`config.mk`:
```
export PLATFORM = sky130hd
export DESIGN_NAME = modem_hs_ctrl
export DESIGN_NICKNAME = d
export VERILOG_FILES = /design/src/rtl/modem_hs_pkg.sv /design/src/rtl/hs_sync.sv /design/src/rtl/hs_delta_flag.sv /design/src/rtl/modem_hs_ctrl.sv
export SDC_FILE = /design/constraint.sdc
export NUM_CORES = 1
export LEC_CHECK = 0
export ABC_CLOCK_PERIOD_IN_PS = 1200
export CAP_MARGIN = 20
export CORE_MARGIN = 3
export CORE_UTILIZATION = 40
export CTS_CLUSTER_DIAMETER = 40
export DETAILED_ROUTE_END_ITERATION = 10
export DONT_BUFFER_PORTS = 1
export PLACE_DENSITY = 0.56
export RECOVER_POWER = 25
export SLEW_MARGIN = 20
export SYNTH_ARGS = -nofsm -noshare
export SYNTH_HDL_FRONTEND = slang
export SYNTH_SLANG_ARGS = --single-unit
```
`constraint.sdc`:
```
create_clock -name clk -period 1.2 [get_ports clk]
set_input_delay 0.24 -clock clk [delete_from_list [all_inputs] [get_ports clk]]
set_output_delay 0.24 -clock clk [all_outputs]
set_load 0.005 [all_outputs]
```
`src/rtl/modem_hs_pkg.sv`:
```
// Shared definitions for the modem handshake monitor.
// Assumes line indices fix the bit order of the status byte.
package modem_hs_pkg;
    localparam int HS_LINES = 4;

    // Line index, also the bit position inside each status nibble
    typedef enum logic [1:0] {
        HS_CTS = 2'd0,
        HS_DSR = 2'd1,
        HS_RI  = 2'd2,
        HS_DCD = 2'd3
    } hs_line_e;

    // Which transitions a change flag records
    typedef enum logic {
        EDGE_ANY  = 1'b0,
        EDGE_FALL = 1'b1
    } edge_mode_e;
endpackage

```
`src/rtl/hs_sync.sv`:
```
// Multi-bit, multi-stage flop synchronizer.
// Assumes each bit is an independent slow level; no bus coherence implied.
module hs_sync #(
    parameter int WIDTH  = 4,
    parameter int STAGES = 2
) (
    input  logic             clk,
    input  logic             rst_n,
    input  logic [WIDTH-1:0] d_i,
    output logic [WIDTH-1:0] q_o
);
    logic [WIDTH-1:0] chain [STAGES];

    // Shift the sampled levels down the chain each cycle
    always_ff @(posedge clk) begin
        if (!rst_n) begin
            for (int s = 0; s < STAGES; s++) chain[s] <= '0;
        end else begin
            chain[0] <= d_i;
            for (int s = 1; s < STAGES; s++) chain[s] <= chain[s-1];
        end
    end

    assign q_o = chain[STAGES-1];
endmodule

```
`src/rtl/hs_delta_flag.sv`:
```
// Edge detector with a sticky flag for one synchronized line.
// Assumes level_i is already synchronous. A new event wins over a clear.
module hs_delta_flag
    import modem_hs_pkg::*;
#(
    parameter edge_mode_e MODE = EDGE_ANY
) (
    input  logic clk,
    input  logic rst_n,
    input  logic level_i,
    input  logic clear_i,
    output logic flag_o
);
    logic prev_q;
    logic evt;

    generate
        if (MODE == EDGE_FALL) begin : g_fall
            assign evt = prev_q & ~level_i;
        end else begin : g_any
            assign evt = prev_q ^ level_i;
        end
    endgenerate

    // Remember the last level for edge detection
    always_ff @(posedge clk) begin
        if (!rst_n) prev_q <= 1'b0;
        else        prev_q <= level_i;
    end

    // Sticky flag: set by event, cleared by read, event has priority
    always_ff @(posedge clk) begin
        if (!rst_n) flag_o <= 1'b0;
        else        flag_o <= (flag_o & ~clear_i) | evt;
    end
endmodule

```
`src/rtl/modem_hs_ctrl.sv`:
```
// Modem handshake monitor top: output pins, loop routing, synchronizers,
// per-line change flags, status byte and interrupt.
// Assumes active-high handshake signals and a one-cycle read strobe.
module modem_hs_ctrl
    import modem_hs_pkg::*;
#(
    parameter int SYNC_STAGES = 2,
    localparam int STAT_W     = 2 * HS_LINES
) (
    input  logic              clk,
    input  logic              rst_n,
    input  logic              ctl_dtr,
    input  logic              ctl_rts,
    input  logic              ctl_aux1,
    input  logic              ctl_aux2,
    input  logic              ctl_loop,
    input  logic              irq_en,
    input  logic              stat_rd,
    input  logic              pin_cts_i,
    input  logic              pin_dsr_i,
    input  logic              pin_dcd_i,
    input  logic              pin_ri_i,
    output logic              pin_dtr_o,
    output logic              pin_rts_o,
    output logic [STAT_W-1:0] stat_o,
    output logic              irq_o
);
    logic [HS_LINES-1:0] ext_lines;
    logic [HS_LINES-1:0] loop_lines;
    logic [HS_LINES-1:0] raw_lines;
    logic [HS_LINES-1:0] lvl;
    logic [HS_LINES-1:0] flags;

    // Gather external and looped sources in status-bit order
    always_comb begin
        ext_lines          = '0;
        loop_lines         = '0;
        ext_lines[HS_CTS]  = pin_cts_i;
        ext_lines[HS_DSR]  = pin_dsr_i;
        ext_lines[HS_RI]   = pin_ri_i;
        ext_lines[HS_DCD]  = pin_dcd_i;
        loop_lines[HS_CTS] = ctl_rts;
        loop_lines[HS_DSR] = ctl_dtr;
        loop_lines[HS_RI]  = ctl_aux1;
        loop_lines[HS_DCD] = ctl_aux2;
    end

    // Pick the line source; loop mode ignores the pins
    assign raw_lines = ctl_loop ? loop_lines : ext_lines;

    // Output pins are held inactive during self-test
    assign pin_dtr_o = ctl_dtr & ~ctl_loop;
    assign pin_rts_o = ctl_rts & ~ctl_loop;

    hs_sync #(
        .WIDTH  (HS_LINES),
        .STAGES (SYNC_STAGES)
    ) u_sync (
        .clk   (clk),
        .rst_n (rst_n),
        .d_i   (raw_lines),
        .q_o   (lvl)
    );

    // One change flag per line; ring-indicate uses trailing edge only
    generate
        for (genvar i = 0; i < HS_LINES; i++) begin : g_line
            localparam edge_mode_e LMODE = (i == int'(HS_RI)) ? EDGE_FALL : EDGE_ANY;
            hs_delta_flag #(
                .MODE (LMODE)
            ) u_flag (
                .clk     (clk),
                .rst_n   (rst_n),
                .level_i (lvl[i]),
                .clear_i (stat_rd),
                .flag_o  (flags[i])
            );
        end
    endgenerate

    // Status byte and interrupt request
    assign stat_o = {lvl, flags};
    assign irq_o  = irq_en & (|flags);
endmodule

```
Yosys cells after proc, flatten, opt, wreduce, memory -nomap -nowiden
Memories as Yosys holds them, arrays and structs flattened.
Cells that the tools add are included.
W data, S select, Z words.
{"block": "word_totals", "register_bits": 8, "ramBits": 8, "input_bits": 13, "output_inout_bits": 11, "elab_cells": 35, "mem_count": 1}
{"name": "u_sync.chain", "depth": 2, "width": 4, "rd": 2, "rd_ports_with_merged_regs": 0, "write_ports": 2, "line": "hs_sync.sv:12", "rtl": "logic [WIDTH-1:0] chain [STAGES];"}
{"block": "classes", "mux": 5, "bitwise_logic": 20, "reduce_logical": 1}
{"op": "$mux W4", "count": 3}
{"op": "$and A1 B1 Y1", "count": 8}
{"op": "$or A1 B1 Y1", "count": 6}
{"op": "$reduce_or A4 Y1", "count": 1}
{"op": "$not A1 Y1", "count": 3}
{"op": "$xor A1 B1 Y1", "count": 3}
{"op": "$mux W1", "count": 2}

Depth between registers and ports, before layout
Gate-level depths: netlist of run 1.
{"block": "logic_depth", "word_depth": 3, "ltp_mapped": 3, "mapped_depth_nobuf": 2}

By module
From an unflattened synthesis of run 1, not the netlist that was laid out.
{"block": "hier_totals", "hier_cells": 51, "hier_area_um2": 594.3}
{"mod": "hs_delta_flag", "instances": 4, "cells_per_inst": 6, "area_each_um2": 70.1, "seq_area_each_um2": 40.0}
{"mod": "hs_sync", "instances": 1, "cells_per_inst": 20, "area_each_um2": 240.2, "seq_area_each_um2": 160.2}
{"mod": "modem_hs_ctrl", "instances": 1, "cells_per_inst": 7, "area_each_um2": 73.8, "seq_area_each_um2": 0.0}

Worst setup path after synthesis of run 1
OpenSTA, ideal clock, no wires.
{"block": "synth_timing", "kind": "reg2out", "from": "register g_line[0].u_flag.flag_o", "to": "output irq_o", "t_arrival_ns": 0.716, "required_ns": 0.960, "slack_ns": 0.244, "stages_incl_launch_ff": 2, "n_path_buf": 0, "cell_sequence": "dfxtp_1 > o41a_1"}
{"block": "synth_via", "elab_chain_cells": 2}
{"item": "start: declaration", "line": "hs_delta_flag.sv:12", "rtl": "output logic flag_o"}
{"item": "start signal: assignment", "line": "hs_delta_flag.sv:34", "rtl": "else flag_o <= (flag_o & ~clear_i) | evt;"}
{"item": "$reduce_or A4 Y1", "line": "modem_hs_ctrl.sv:83", "rtl": "assign irq_o = irq_en & (|flags);"}
{"item": "$and A1 B1 Y1", "line": "modem_hs_ctrl.sv:83"}
{"item": "end: declaration", "line": "modem_hs_ctrl.sv:26", "rtl": "output logic irq_o"}
No other way between the ends.

Final worst setup path of run 1
{"block": "layout_timing", "from": "register g_line[3].u_flag.flag_o", "to": "output irq_o"}
{"block": "layout_via", "elab_chain_cells": 2}
{"item": "start: declaration", "line": "hs_delta_flag.sv:12"}
{"item": "start signal: assignment", "line": "hs_delta_flag.sv:34"}
{"item": "$reduce_or A4 Y1", "line": "modem_hs_ctrl.sv:83"}
{"item": "$and A1 B1 Y1", "line": "modem_hs_ctrl.sv:83"}
No other way between the ends.

==> flow_summary.yaml, run 1 <==
cts:
  clockBufferDepth: 2
  h-tree-depth: 1
  numCtsBuffers: 3
  hold_buffers: 0
  clk_latency_ns: 0.28
  cts-root-buf: "clkbuf_4"
  clk_pin_slew_ns: 0.09
  cts_tree: "built"
  cts_sinks: 16
global_route:
  antenna_found_initial: 0
  grt.total_usage_pct: 8.50
  grt_max_degree: 17
  grt_pass1_wl_um: 1150
  grt_pass1_vias: 326
  overflow: 0
synthesis:
  syn_nets: 70
  syn_avg_cell_area_um2: 10.9
  synth_warnings: 0
  synth-seq-cells: 16
  seq_area_frac_synth_pct: 51.5
  syn_inst: 57
  synth_area_um2: 622
  synth_cell_types: 10
pwr:
  swShare_pct: 19.8
  leakagePower_nw: 0.232
  powerDensity_nw_per_um2: 1600
  seqPwrFrac_pct: 59.5
  p_switching_uw: 191
  finalPower_uw: 965
  ir_drop_mv: 0.529
  clkPwrFrac_pct: 36.0
  p_int_uw: 774
  p_comb_share_pct: 4.6
route:
  routedWlPerCell_um: 12.3
  wirelength_um: 810
  drc: 0
  routed_via_density: 4.80
  drt_iter0_markers: 3
  num_vias: 317
  antenna_left: 0
  drt_first_pass_iters: 2
timing:
  fin_tns_setup_ns: -0.0860
  hold_violations: 0
  max_freq_mhz: 778
  min_period_ns: 1.29
  slew_violations: 0
  finalWorstSetupSlack_ns: -0.0860
  clock_skew_ns: 0.00435
  period_share_pct: 107
  worst_slew_pin_slew_ns: 0.118
  finalSetupViolations: 1
  grt_setup_unrepaired: "yes"
  slew_headroom_pct: 91.9
setup_path:
  crit_buf_inv: 0
  r2r_slack_ns: 0.46
  cp-start-kind: "register"
  worstPathCellList: "o41a_1"
  reg2reg_to: "g_line[3].u_flag.flag_o"
  cp_top_family: "compound AO/OA/AOI/OAI gates"
  r2r_cells: 2
  cp.required_ns: 0.96
  critPathMaxStageDelay_ns: 0.43
  regToRegStartpoint: "u_sync.chain[0][7]"
  cp.arrival_ns: 1.05
  worstSetupPathType: "register to output port"
  end_kind: "output port"
  critPathMaxFanout: 3
  slowest_stage: "o41a_1"
layout:
  final_util_pct: 43.7
  diodes: 0
  area_growth_syn_to_layout_pct: -2.82
  layout-drive-gt1-share_pct: 11.8
  fill_cells: 127
  final_nets: 65
  fin_cells: 66
floorplan:
  start_util_pct: 45.0
  ios: 24
  row_count: 13
  die-area_um2: 2060
  fp.dieW_um: 45.4
  coreArea_um2: 1380
  die_h_um: 45.4
placed_design:
  globalplace.congestion: 0.631
  port_buffers: 0
  dp_cells: 62
worst_hold_path:
  hp-start: "rst_n"
  holdPathStages: 1
  holdPathEnd: "u_sync.chain[0][6]"
  hold_class: "input pin to register"
run_status:
  violations: "setup timing"
  status: "finished with violations"
run:
  cap_viol_max_count: 0
[cell usage after synthesis (all sizes together)]
master	count	area [µm²]
and2	8	50.1
nor2b	6	37.5
xnor2	3	26.3
a21boi	4	30.0
nand2b	5	31.3
o41a	1	11.3
buf	10	75.1
dfxtp	16	320
mux2i	4	40.0
[how the worst max path moves through the flow]
| stage | start | endpoint | slack (ns) | cells after the start |
|---|---|---|---|---|
| after floorplan | g_line[0].u_flag.flag_o | irq_o | 0.24 | 1 |
| after global placement | g_line[0].u_flag.flag_o | irq_o | 0.20 | 1 |
| after detailed placement | g_line[0].u_flag.flag_o | irq_o | 0.21 | 1 |
| after CTS | g_line[3].u_flag.flag_o | irq_o | -0.10 | 1 |
| after global routing | g_line[3].u_flag.flag_o | irq_o | -0.11 | 1 |
| final | g_line[3].u_flag.flag_o | irq_o | -0.09 | 1 |
[power by group through the flow]
| stage | clock [mW] | sequential (mW) | combinational [mW] |
|---|---|---|---|
| finish | 0.347 | 0.574 | 0.0441 |
| global route | 0.366 | 0.577 | 0.0485 |
| CTS | 0.358 | 0.575 | 0.0451 |
| detailed placement | 0 | 0.586 | 0.0447 |
| global placement | 0 | 0.586 | 0.0435 |
| floorplan | 0 | 0.580 | 0.0700 |
[stage by stage]
step	area (µm²)	hold WS [ns]	setup WS (ns)
2_1_floorplan	622	0.368	0.244
3_3_place_gp	566	0.365	0.203
3_5_place_dp	566	0.366	0.213
4_1_cts	604	0.0643	-0.105
5_1_grt	604	0.0651	-0.114
6_report	604	0.0747	-0.0860
[cells by family (layout without fill, tap and decap cells)]
group,Yosys count,count (layout),synth area share (%)
xor gates and xnor gates,3,3,4.23
and+or+nand+nor,19,19,19.1
AOI/OAI and AO/OA,5,5,6.64
DFF,16,16,51.5
muxes,4,4,6.44
buffers and inverters,10,4,12.1
[cells in the final DEF, fill, tap and decap left out]
master,instances
clkbuf_4,3
and2_1,8
a21boi_1,1
nand2b_1,5
xnor2_1,3
a21boi_0,3
dfxtp_2,2
dfxtp_1,14
o41a_1,1
mux2i_1,4
clkbuf_8,1
nor2b_1,6
[layout make-up]
type	instances	area, µm²	area share (%)
sequential	16	323	53.4
multi-input combinational	31	226	37.5
clock buffer	4	36.3	6.00
tap	15	18.8	3.11
[metal layers]
| layer | vias up | GRT usage (%) | routed length, µm |
|---|---|---|---|
| li1 | 160 | - | - |
| met1 | 134 | 7.90 | 321 |
| met2 | 21 | 13.1 | 372 |
| met3 | 2 | 2.77 | 106 |
| met4 | 0 | 10.5 | 9 |
| met5 | - | 0 | 0 |
[registers in the layout, indices dropped and copies added, names as in the netlist]
signal	count
g_line.u_flag.flag_o	4
u_sync.chain	8
g_line.u_flag.prev_q	4
[timing repair]
item / 4_1_cts / 5_1_grt
endpoints found under the setup margin: 1 / 1
pin swaps: 1 / 0
setup buffers: 0 / 0
gates resized for setup: 2 / 0
cloned: 0 / 0
(Power assumes the default switching activity.)
==> run 2, diff against run 1 <==
Settings changed: ABC_CLOCK_PERIOD_IN_PS 1200 to 1580, GPL_TIMING_DRIVEN from default to 0.
Clock period 1.2 ns to 1.58 ns, I/O delays scaled along.
==> run 2 against run 1 <==
Net effect: the run now ends clean; cell count grew 15%; cell area rose by 11%; register-to-register slack gained 0.44 ns; critical path depth is the same; clock skew increased by 0.0013 ns; routed wire length down 7.4%; critical path type unchanged; largest power group unchanged.
==> flow_summary.yaml, run 2 (synthesis results as in run 1) <==
setup_path:
  crit_start: "g_line[0].u_flag.flag_o"
  endpoint: "irq_o"
  cp.required_ns: 1.26
  cp_top_family: "compound AO/OA/AOI/OAI gates"
  worstSetupPathType: "register to output port"
  r2r_slack_ns: 0.90
  cp.arrival_ns: 1.04
  cp-start-kind: "register"
  crit_buf_inv: 0
  end_kind: "output port"
  slowest_stage: "o41a_1"
  r2r_cells: 2
  reg2reg_to: "g_line[0].u_flag.flag_o"
  worstPathCellList: "o41a_1"
  cp_num_cells: 1
  regToRegStartpoint: "u_sync.chain[0][4]"
  critPathMaxStageDelay_ns: 0.43
  critPathMaxFanout: 3
timing:
  hold_violations: 0
  min_period_ns: 1.36
  finalSetupViolations: 0
  slew_headroom_pct: 77.7
  fin_tns_setup_ns: 0
  slew_violations: 0
  max_freq_mhz: 736
  period_share_pct: 86.0
  grt_setup_unrepaired: "no"
  clock_skew_ns: 0.00566
  worst_slew_pin_slew_ns: 0.334
cts:
  hold_buffers: 0
  cts_setup_buffers: 0
  clockBufferDepth: 2
  cts-resized-gates: 0
  cts-root-buf: "clkbuf_4"
  clk_latency_ns: 0.28
  numCtsBuffers: 3
  clk_pin_slew_ns: 0.09
  cts_sinks: 16
  h-tree-depth: 1
  cts_tree: "built"
run:
  cap_viol_max_count: 0
layout:
  final_common_cell: "dfxtp_1"
  reg_top3: "u_sync.chain x8, g_line.u_flag.flag_o x4, g_line.u_flag.prev_q x4"
  multi_input_area_um2: 226
  final-seq-area_um2: 320
  final_nets: 75
  layout_common_cells: "16 x dfxtp_1, 9 x buf_4, 8 x and2_1, 6 x nor2b_1, 5 x nand2b_1"
  top_register: "u_sync.chain"
  layout-drive-gt1-share_pct: 21.3
  area_growth_syn_to_layout_pct: 8.25
  final_util_pct: 48.7
  fill_cells: 133
  diodes: 0
  design_area_um2: 673
  largest_register_ffs: 8
route:
  routedWlPerCell_um: 9.87
  num_vias: 356
  drt_first_pass_iters: 2
  drt_iter0_markers: 3
  routed_via_density: 4.68
  wirelength_um: 750
  drc: 0
  antenna_left: 0
floorplan:
  die-area_um2: 2060
  fp.dieW_um: 45.4
  row_count: 13
  coreArea_um2: 1380
  start_util_pct: 45.0
  die_h_um: 45.4
  ios: 24
global_route:
  overflow: 0
  antenna_found_initial: 0
  grt.total_usage_pct: 8.05
  grt_pass1_wl_um: 1130
  grt_pass1_vias: 280
  grt_max_degree: 11
worst_hold_path:
  hold_class: "input pin to register"
placed_design:
  port_buffers: 0
  dpl_cell_area_um2: 641
  globalplace.congestion: 0.599
pwr:
  ir_drop_mv: 0.494
  leakagePower_nw: 0.280
  powerDensity_nw_per_um2: 1110
run_status:
  status: "finished, final reports clean"
[run 2: cell types whose count changed in the layout (fill, tap and decap cells not counted), sizes merged]
cell	delta
clkbuf	+1
buf	+9
[run 2: final cells by class]
| class | count | share of cell area [%] |
|---|---|---|
| sequential | 16 | 47.6 |
| multi-input combinational | 31 | 33.6 |
| buffer | 10 | 10.6 |
| clock buffer | 4 | 5.39 |
| tap | 15 | 2.79 |
[run 2: worst min path at each step]
stage	slack (ns)	depth (start not counted)	endpoint	start
final	0.16	1	u_sync.chain[0][0]	rst_n
after global routing	0.15	1	u_sync.chain[0][0]	rst_n
after CTS	0.15	1	u_sync.chain[0][3]	rst_n
after detailed placement	0.42	1	u_sync.chain[0][6]	u_sync.chain[0][2]
after global placement	0.41	1	u_sync.chain[0][6]	u_sync.chain[0][2]
after floorplan	0.41	1	u_sync.chain[0][4]	u_sync.chain[0][0]
[run 2: power by group]
group          switching [mW]  internal [mW]
Combinational          0.0193         0.0368
Sequential            0.00911          0.423
Clock                   0.121          0.140
Total                   0.150          0.600
[run 2: routing by layer]
metal  up-vias  routed length (µm)  track usage [%]  share of wire (%)
li1        182                   -                -                  -
met1       152                 332             9.95                 44
met2        20                 312             10.3                 42
met3         2                  94             2.37                 13
met4         0                  10             8.77                1.3
met5         -                   0                0                  0
[run 2: stage by stage]
stage | hold WS, ns | std cells | power [mW] | worst slack, ns
2_1_floorplan | 0.412 | 57 | 0.493 | 0.548
3_3_place_gp | 0.414 | 72 | 0.500 | 0.529
3_5_place_dp | 0.417 | 72 | 0.501 | 0.533
4_1_cts | 0.152 | 76 | 0.765 | 0.207
5_1_grt | 0.148 | 76 | 0.786 | 0.183
6_report | 0.159 | 76 | 0.750 | 0.221
==> run 3, diff against run 2 <==
Settings changed: CORE_UTILIZATION 40 to 42, PLACE_DENSITY 0.56 to 0.58.
==> run 3 against run 2 <==
Net effect: first-iteration DRC count decreased by 67%; largest power group unchanged; maximum frequency about the same; global-route usage increased by 1.9 points; count of clock-buffer cells in the layout decreased by 1; critical path depth unchanged; critical path type unchanged; clock skew decreased by 0.0053 ns; core utilization increased by 0.15 points; worst setup slack improved by 0.00087 ns; sequential power about the same; sequential cell count unchanged; non-clock buffer count unchanged.
==> flow_summary.yaml, run 3 (synthesis results as in run 1) <==
layout:
  final_nets: 75
  layout_common_cells: "16 x dfxtp_1, 9 x buf_4, 7 x and2_1, 6 x nor2b_1, 5 x nand2b_1"
  largest_register_ffs: 8
  final_util_pct: 48.8
  reg_top3: "u_sync.chain x8, g_line.u_flag.flag_o x4, g_line.u_flag.prev_q x4"
  fill_cells: 140
  diodes: 0
  final_common_cell: "dfxtp_1"
  area_growth_syn_to_layout_pct: 6.04
  fin_cells: 75
  top_register: "u_sync.chain"
  design_area_um2: 659
  layout-drive-gt1-share_pct: 20.0
timing:
  period_share_pct: 85.9
  hold_violations: 0
  worst_slew_pin_slew_ns: 0.331
  fin_tns_setup_ns: 0
  slew_violations: 0
  grt_setup_unrepaired: "no"
  clock_skew_ns: 0.000339
  min_period_ns: 1.36
  slew_headroom_pct: 77.9
  max_freq_mhz: 736
  finalSetupViolations: 0
setup_path:
  cp.required_ns: 1.26
  cp-start-kind: "register"
  critPathMaxFanout: 3
  slowest_stage: "o41a_1"
  cp.arrival_ns: 1.04
  worstPathCellList: "o41a_1"
  end_kind: "output port"
  cp_top_family: "compound AO/OA/AOI/OAI gates"
  critPathMaxStageDelay_ns: 0.44
  crit_buf_inv: 0
  worstSetupPathType: "register to output port"
cts:
  numCtsBuffers: 3
  clockBufferDepth: 2
  cts-root-buf: "clkbuf_4"
  clk_latency_ns: 0.27
  hold_buffers: 0
  cts_tree: "built"
  cts_sinks: 16
  cts_setup_buffers: 0
  h-tree-depth: 1
  cts-resized-gates: 0
  clk_pin_slew_ns: 0.09
global_route:
  grt_max_degree: 11
  grt.total_usage_pct: 9.92
  overflow: 0
  grt_pass1_vias: 329
  antenna_found_initial: 0
  grt_pass1_wl_um: 1330
placed_design:
  globalplace.congestion: 0.605
  port_buffers: 0
  dpl_cell_area_um2: 641
  dp_cells: 72
floorplan:
  die-area_um2: 1980
  coreArea_um2: 1350
  ios: 24
  start_util_pct: 46.1
  fp.dieW_um: 44.5
  row_count: 13
  die_h_um: 44.5
route:
  antenna_left: 0
  num_vias: 354
  drc: 0
  wirelength_um: 809
  drt_iter0_markers: 1
  drt_first_pass_iters: 4
  routed_via_density: 4.72
  routedWlPerCell_um: 10.8
worst_hold_path:
  hold_class: "input pin to register"
pwr:
  powerDensity_nw_per_um2: 1050
  ir_drop_mv: 0.386
  leakagePower_nw: 0.272
run_status:
  status: "finished, final reports clean"
run:
  cap_viol_max_count: 0
run 3: changes by cell type in the layout (fill, tap and decap cells not counted), sizes merged:
| cell | delta |
|---|---|
| clkbuf | -1 |
run 3: stage by stage:
stage	total power [mW]	hold slack, ns	worst slack [ns]
2_1_floorplan	0.493	0.412	0.548
3_3_place_gp	0.500	0.414	0.526
3_5_place_dp	0.501	0.420	0.530
4_1_cts	0.706	0.156	0.208
5_1_grt	0.734	0.156	0.186
6_report	0.695	0.164	0.222
run 3: report_power, final:
group / leakage [nW] / internal [mW] / switching (mW)
logic: 0.127 / 0.0367 / 0.0196
registers: 0.131 / 0.423 / 0.00963
clock network: 0.0138 / 0.0884 / 0.118
run 3: final timing paths:
kind | cells after the start | endpoint | slack, ns | startpoint
worst min register to register | 1 | u_sync.chain[0][7] | 0.44 | u_sync.chain[0][3]
worst min-delay path | 1 | u_sync.chain[0][0] | 0.16 | rst_n
worst max-delay path | 1 | irq_o | 0.22 | g_line[0].u_flag.flag_o
worst max register to register | 2 | g_line[0].u_flag.flag_o | 0.89 | u_sync.chain[0][4]
run 3: per-layer routing:
metal | track usage, % | wire, µm
met5 | 0 | 0
met1 | 11.6 | 349
met3 | 4.88 | 148
met4 | 9.04 | 28
met2 | 12.9 | 282
run 3: final cells by class:
type                       instances  area (µm²)  area share [%]
buffer                            10        71.3            10.8
clock buffer                       3        22.5            3.42
tap                               15        18.8            2.85
multi-input combinational         31         226            34.3
sequential                        16         320            48.6
